File: src/rtl/aptr_pkg.sv
package aptr_pkg;
  typedef enum logic [1:0] {
    AM_INDIRECT = 2'b00,
    AM_POST_INC = 2'b01,
    AM_PRE_DEC  = 2'b10,
    AM_RSVD     = 2'b11
  } amode_e;
endpackage

File: src/rtl/aptr_rst_sync.sv
module aptr_rst_sync (
  input  logic clk,
  input  logic rst_n,
  output logic rst_q_n
);
  logic [1:0] sync_q;

  always_ff @(posedge clk or negedge rst_n) begin
    if (!rst_n) sync_q <= 2'b00;
    else        sync_q <= {sync_q[0], 1'b1};
  end

  assign rst_q_n = sync_q[1];
endmodule

File: src/rtl/aptr_regfile.sv
module aptr_regfile #(
  parameter int NUM_PTR = 8,
  parameter int AW      = 16,
  localparam int SEL_W  = (NUM_PTR > 1) ? $clog2(NUM_PTR) : 1
) (
  input  logic             clk,
  input  logic             rst_n,
  input  logic [SEL_W-1:0] rd_sel,
  output logic [AW-1:0]    rd_val,
  input  logic             ld_en,
  input  logic [SEL_W-1:0] ld_sel,
  input  logic [AW-1:0]    ld_val,
  input  logic             upd_en,
  input  logic [SEL_W-1:0] upd_sel,
  input  logic [AW-1:0]    upd_val
);
  logic [NUM_PTR-1:0][AW-1:0] ptr_all;

  for (genvar g = 0; g < NUM_PTR; g++) begin : g_ptr
    logic          we;
    logic [AW-1:0] d;
    logic [AW-1:0] q;

    // the load port has priority over the stepping update
    always_comb begin
      we = 1'b0;
      d  = q;
      if (ld_en && (ld_sel == SEL_W'(g))) begin
        we = 1'b1;
        d  = ld_val;
      end else if (upd_en && (upd_sel == SEL_W'(g))) begin
        we = 1'b1;
        d  = upd_val;
      end
    end

    always_ff @(posedge clk or negedge rst_n) begin
      if (!rst_n)  q <= '0;
      else if (we) q <= d;
    end

    assign ptr_all[g] = q;
  end

  assign rd_val = ptr_all[rd_sel];
endmodule

File: src/rtl/aptr_calc.sv
module aptr_calc
  import aptr_pkg::*;
#(
  parameter int AW     = 16,
  parameter int SEL_W  = 3
) (
  input  logic             req,
  input  logic [SEL_W-1:0] sel,
  input  logic [1:0]       mode,
  input  logic [AW-1:0]    step,
  input  logic [AW-1:0]    cur,
  input  logic             ld_en,
  input  logic [SEL_W-1:0] ld_sel,
  output logic             accept,
  output logic             wr,
  output logic [AW-1:0]    ea,
  output logic [AW-1:0]    nxt
);
  amode_e        m;
  logic [AW-1:0] inc_v;
  logic [AW-1:0] dec_v;
  logic          collide;

  assign m       = amode_e'(mode);
  assign inc_v   = cur + step;
  assign dec_v   = cur - step;
  assign collide = ld_en && (ld_sel == sel);

  always_comb begin
    accept = req && !collide;
    ea     = cur;
    nxt    = cur;
    wr     = 1'b0;
    unique case (m)
      AM_POST_INC: begin
        nxt = inc_v;
        wr  = accept;
      end
      AM_PRE_DEC: begin
        ea  = dec_v;
        nxt = dec_v;
        wr  = accept;
      end
      default: ;
    endcase
  end
endmodule

File: src/rtl/aptr_outreg.sv
module aptr_outreg #(
  parameter int AW = 16
) (
  input  logic          clk,
  input  logic          rst_n,
  input  logic          accept,
  input  logic [AW-1:0] ea_d,
  input  logic [AW-1:0] upd_d,
  output logic [AW-1:0] ea_q,
  output logic [AW-1:0] upd_q,
  output logic          vld_q
);
  logic [AW-1:0] ea_n;
  logic [AW-1:0] upd_n;

  always_comb begin
    ea_n  = ea_q;
    upd_n = upd_q;
    if (accept) begin
      ea_n  = ea_d;
      upd_n = upd_d;
    end
  end

  always_ff @(posedge clk or negedge rst_n) begin
    if (!rst_n) begin
      ea_q  <= '0;
      upd_q <= '0;
      vld_q <= 1'b0;
    end else begin
      ea_q  <= ea_n;
      upd_q <= upd_n;
      vld_q <= accept;
    end
  end
endmodule

File: src/rtl/addr_ptr_unit.sv
module addr_ptr_unit #(
  parameter int NUM_PTR = 8,
  parameter int AW      = 16,
  localparam int SEL_W  = (NUM_PTR > 1) ? $clog2(NUM_PTR) : 1
) (
  input  logic             clk,
  input  logic             rst_n,
  input  logic             req_i,
  input  logic [SEL_W-1:0] sel_i,
  input  logic [1:0]       mode_i,
  input  logic [AW-1:0]    step_i,
  input  logic             ld_i,
  input  logic [SEL_W-1:0] ld_sel_i,
  input  logic [AW-1:0]    ld_val_i,
  output logic [AW-1:0]    ea_o,
  output logic [AW-1:0]    upd_o,
  output logic             ea_vld_o
);
  logic          rst_q_n;
  logic [AW-1:0] cur;
  logic          accept;
  logic          wr;
  logic [AW-1:0] ea_d;
  logic [AW-1:0] nxt;

  aptr_rst_sync u_rst (
    .clk     (clk),
    .rst_n   (rst_n),
    .rst_q_n (rst_q_n)
  );

  aptr_regfile #(.NUM_PTR(NUM_PTR), .AW(AW)) u_rf (
    .clk     (clk),
    .rst_n   (rst_q_n),
    .rd_sel  (sel_i),
    .rd_val  (cur),
    .ld_en   (ld_i),
    .ld_sel  (ld_sel_i),
    .ld_val  (ld_val_i),
    .upd_en  (wr),
    .upd_sel (sel_i),
    .upd_val (nxt)
  );

  aptr_calc #(.AW(AW), .SEL_W(SEL_W)) u_calc (
    .req    (req_i),
    .sel    (sel_i),
    .mode   (mode_i),
    .step   (step_i),
    .cur    (cur),
    .ld_en  (ld_i),
    .ld_sel (ld_sel_i),
    .accept (accept),
    .wr     (wr),
    .ea     (ea_d),
    .nxt    (nxt)
  );

  aptr_outreg #(.AW(AW)) u_out (
    .clk    (clk),
    .rst_n  (rst_q_n),
    .accept (accept),
    .ea_d   (ea_d),
    .upd_d  (nxt),
    .ea_q   (ea_o),
    .upd_q  (upd_o),
    .vld_q  (ea_vld_o)
  );
endmodule

File: config.mk
export PLATFORM = sky130hd
export DESIGN_NAME = addr_ptr_unit
export DESIGN_NICKNAME = d
export VERILOG_FILES = /design/src/rtl/aptr_pkg.sv /design/src/rtl/aptr_rst_sync.sv /design/src/rtl/aptr_regfile.sv /design/src/rtl/aptr_calc.sv /design/src/rtl/aptr_outreg.sv /design/src/rtl/addr_ptr_unit.sv
export SDC_FILE = /design/constraint.sdc
export NUM_CORES = 1
export LEC_CHECK = 0
export CAP_MARGIN = 40
export CORE_MARGIN = 5
export CORE_UTILIZATION = 53
export DETAILED_ROUTE_END_ITERATION = 10
export HOLD_SLACK_MARGIN = 0.1
export PLACE_DENSITY = 0.77
export SLEW_MARGIN = 10
export SYNTH_ARGS = -nofsm -noshare
export SYNTH_HDL_FRONTEND = slang
export SYNTH_SLANG_ARGS = --single-unit
File: constraint.sdc
create_clock -name clk -period 4.6 [get_ports clk]
set_input_delay 1.38 -clock clk [delete_from_list [all_inputs] [get_ports clk]]
set_output_delay 1.38 -clock clk [all_outputs]
set_load 0.1 [all_outputs]
==> impl_results.md <==
- Status: completed
- Post-DP Area: 12,100 um^2
- Psw: 2.79 mW
- Number of flops mapped to enable cells by yosys: 0
- Crit-path slowest cell: ha_1
- Slew Limit Fails: 0
- Tightest Pin Transition: 0.904 ns
- GRT Overall Usage: 33.3%
- Register area: 4080 um^2
- Non-filler cells in the finished layout: 1,425
- Post-Syn Area per Cell: 9.83 um^2
- Maxcap violations: 0
- Global-route wire length before repair: 52,500 um
- Clock share of power: 20.6%
- Critical path class: input port to flip-flop
- CP endpoint kind: flip-flop
- CP required: 4.88 ns
- Min-Delay Path Depth: 0
- Final period utilization: 98.7%
- GRT overflow: 0
- Reg clk slew, reported paths: 0.06 ns
- VDD IR max: 0.436 mV
- Die Ht: 144 um
- WL/cell: 23.6 um
- Critical path buffers and inverters: 8
- Nets: 1,269
- Worst EP arrival: 4.82 ns
- Synth Register Bits: 163
- GPL Wtd Cong: 0.941
- Total CTS buffers: 17
- FF-to-FF path depth: 15
- Placed Cells: 1,392
- Leakage Power: 5.75 nW
- Final min period: 4.54 ns
- I/O pins: 77
- Most used cell, CP: buf_4
- Simple-Gate Fraction of Synth Area: 7.63%
- Max frequency: 0.220 GHz
- CORE AREA: 17,400 um^2
- Setup ws final: 0.0618 ns
- Cell family with most CP delay: buffers and inverters
- Worst hold slack: 0.352 ns
- Initial antenna violation count: 0
- Xor-xnor portion of the synthesized cell area: 2.68%
- Fin area: 12,800 um^2
- DRC: 0
- Synth Flop Type: dfrtp_1
- Async SR Flop Fraction: 100%
- Vias in the first global route: 9,615
- Main combinational cell family by area after synthesis: compound AO/OA/AOI/OAI gates
- Buffer levels on the longest clock path: 2
- # rows: 48
- Post-Route WL: 33,600 um
- Setup TNS: 0 ns
- 1st-iter DRT viols: 1,113
- Seq pwr share: 28.8%
- CTS H-tree depth: 4
- Die width: 144 um
- Filler cells: 1,162
- Die area: 20,700 um^2
- Fin. Hold Viols: 0
- Worst reg2reg startpoint: u_rf.g_ptr[6].q[0]$_DFFE_PN0P_
- IO Port Bufs: 76
- Synth warnings: 0
- Root Driver: clkbuf_16
- Area delta synth->final: 35.5%
- Post-layout util: 73.7%
- Synth Cell Area: 9480 um^2
- Final setup vio count: 0
- Fraction of layout cells with a size suffix above 1: 25.4%
- Min-Delay Endpoint: u_rst.sync_q[1]$_DFF_PN0_
- Total power: 7.06 mW
- Footprint of the multi-input gates: 5010 um^2
- Vias: 9,380
- DR pass1 iterations: 6
- Via/cell ratio: 6.58
- Cell Chain, Critical Path: dlygate4sd2_1 -> buf_4 -> buf_4 -> inv_2 -> mux2i_4 -> inv_1 -> ha_1 -> buf_4 -> o211ai_1 -> a21o_1 -> a32oi_1 -> buf_4 -> a21oi_1 -> xnor2_1 -> nor2_2 -> a211oi_2 -> buf_4 -> o21ai_0
- Register area share after synthesis: 43.0%
- Mux cell area share after synthesis: 9.36%
- Most frequent cells in the layout: buf_4 (170), dfrtp_1 (162), o21ai_0 (103)
- Pre-CTS setup slack: -0.512 ns
- Clk sinks: 163
- PD cells: 550 nW/um^2
- Crit path launch type: input port
- Post-synth cell types: 62
- Worst-path fanout max: 6
- DPL Wire Length: 23,000 um
- Internal power: 4.27 mW
- Gate power share: 50.6%
- Cells after Synth: 964
- Switching portion of total power: 39.5%
- Clock skew: 0.0109 ns
- Hold path start: u_rst.sync_q[0]$_DFF_PN0_
- Reg-to-Reg End: u_rf.g_ptr[4].q[14]$_DFFE_PN0P_
- Largest net degree at the start of global routing: 59
- Adder-cell area share of the yosys netlist: 4.91%
- Most common cell after layout, fill and taps aside: buf_4
- Starting Density: 54.4%
- HP Class: flip-flop to flip-flop
- Synth Area in Compound Gates: 27.1%
- R2r setup slk: 0.89 ns
- Clk Latency, worst-skew pair: 0.44 ns
- DRT antenna net count: 0
- Mapped Nets: 1,044
- Critical Path Max Stage Delay: 0.34 ns
- Slew HR: 39.4%
- CTS tree: built
- Ant diodes: 0
-- repair_timing --
item | in CTS | in global routing
hold buffers | 0 | 0
setup endpoints to repair | 34 | 78
buffers inserted | 2 | 0
cloned | 0 | 1
pin swaps | 1 | 3
gates resized for setup | 1 | 20
-- cell type report --
| class | instances | share of cell area, % |
|---|---|---|
| Clock buffer | 20 | 3.48 |
| Clock inverter | 10 | 1.06 |
| Inverter | 49 | 1.43 |
| Multi-Input combinational cell | 674 | 39.1 |
| Sequential cell | 163 | 31.8 |
| Tap cell | 225 | 2.19 |
| Timing Repair Buffer | 284 | 20.9 |
-- synthesized netlist by cell type (2+ instances only) --
library cell / instances / area, um^2
dfrtp_1: 163 / 4080
o21ai_0: 105 / 526
a22oi_1: 100 / 751
nand2_1: 78 / 293
nor2_1: 59 / 221
clkbuf_1: 54 / 203
a21oi_1: 52 / 260
inv_1: 45 / 169
o21ai_1: 42 / 210
ha_1: 34 / 425
mux4_2: 31 / 698
xnor2_1: 24 / 210
a221o_1: 23 / 230
buf_1: 12 / 45.0
buf_2: 12 / 60.1
mux2i_1: 11 / 110
o221ai_1: 10 / 87.6
o211ai_1: 9 / 67.6
o21a_1: 6 / 45.0
a21o_1: 5 / 37.5
nand2b_1: 5 / 31.3
nor2b_1: 5 / 31.3
nor3_1: 5 / 25.0
o21bai_1: 5 / 37.5
xor2_1: 5 / 43.8
mux2_2: 4 / 45.0
nand3_1: 4 / 20.0
o31ai_1: 4 / 30.0
a211oi_1: 3 / 22.5
a211oi_2: 3 / 37.5
inv_2: 3 / 11.3
o31a_1: 3 / 26.3
or2_2: 3 / 18.8
or3_1: 3 / 18.8
a31o_2: 2 / 17.5
a31oi_1: 2 / 12.5
and3_1: 2 / 12.5
fa_1: 2 / 40.0
nand4_1: 2 / 12.5
o22ai_1: 2 / 12.5
-- cells by family (layout without fill, tap and decap cells) --
group,after synthesis,after routing
AO/OA/AOI/OAI,390,390
AND/OR/NAND/NOR,170,170
flip-flops,163,163
buffers and inverters,127,363
multiplexers,48,48
adder cells (fa/ha/maj),36,36
XOR/XNOR,29,29
other,1,1
-- state kept, by name, indices dropped and copies added, names as in the netlist --
name          cells
u_out.ea_q       16
u_out.vld_q       1
u_out.upd_q      16
u_rst.sync_q      2
u_rf.g_ptr.q    128
-- worst max path at each step --
stage	startpoint	end	slack (ns)	cells after the start
after floorplan	sel_i[0]	u_rf.g_ptr[2].q[10]$_DFFE_PN0P_	-0.06	14
after global placement	sel_i[2]	u_rf.g_ptr[4].q[14]$_DFFE_PN0P_	-0.46	16
after detailed placement	sel_i[2]	u_rf.g_ptr[4].q[14]$_DFFE_PN0P_	-0.51	16
after CTS	sel_i[1]	u_rf.g_ptr[4].q[14]$_DFFE_PN0P_	0.05	16
after global routing	sel_i[1]	u_rf.g_ptr[7].q[11]$_DFFE_PN0P_	-0.02	17
final	sel_i[2]	u_rf.g_ptr[4].q[11]$_DFFE_PN0P_	0.06	18
-- per-layer routing --
metal  GRT usage [%]  share of wire, %  routed length (um)
met5               0                 0                   0
met4            13.9               4.1                1390
met3            8.82                11                3610
met2            54.3                48               16000
met1            42.4                37               12600
-- worst register-to-register path, delay by kind of cell, from the launching register on --
family	cells	cell delay, ns
compound gates	5	0.87
mux	2	0.78
fa+ha+maj	2	0.56
simple gates	2	0.45
flops	1	0.39
buf+inv	3	0.34
xor+xnor	1	0.19
-- power groups by stage --
| stage | Combinational [mW] | Sequential (mW) | Clock, mW |
|---|---|---|---|
| 3_3_place_gp | 3.01 | 2.02 | 0 |
| 2_1_floorplan | 1.37 | 2.60 | 0 |
| 5_1_grt | 3.78 | 2.07 | 1.51 |
| 3_5_place_dp | 3.44 | 2.04 | 0 |
| 4_1_cts | 3.49 | 2.02 | 1.46 |
| 6_report | 3.57 | 2.03 | 1.45 |
Note: power is estimated with default switching activity, not from simulation.
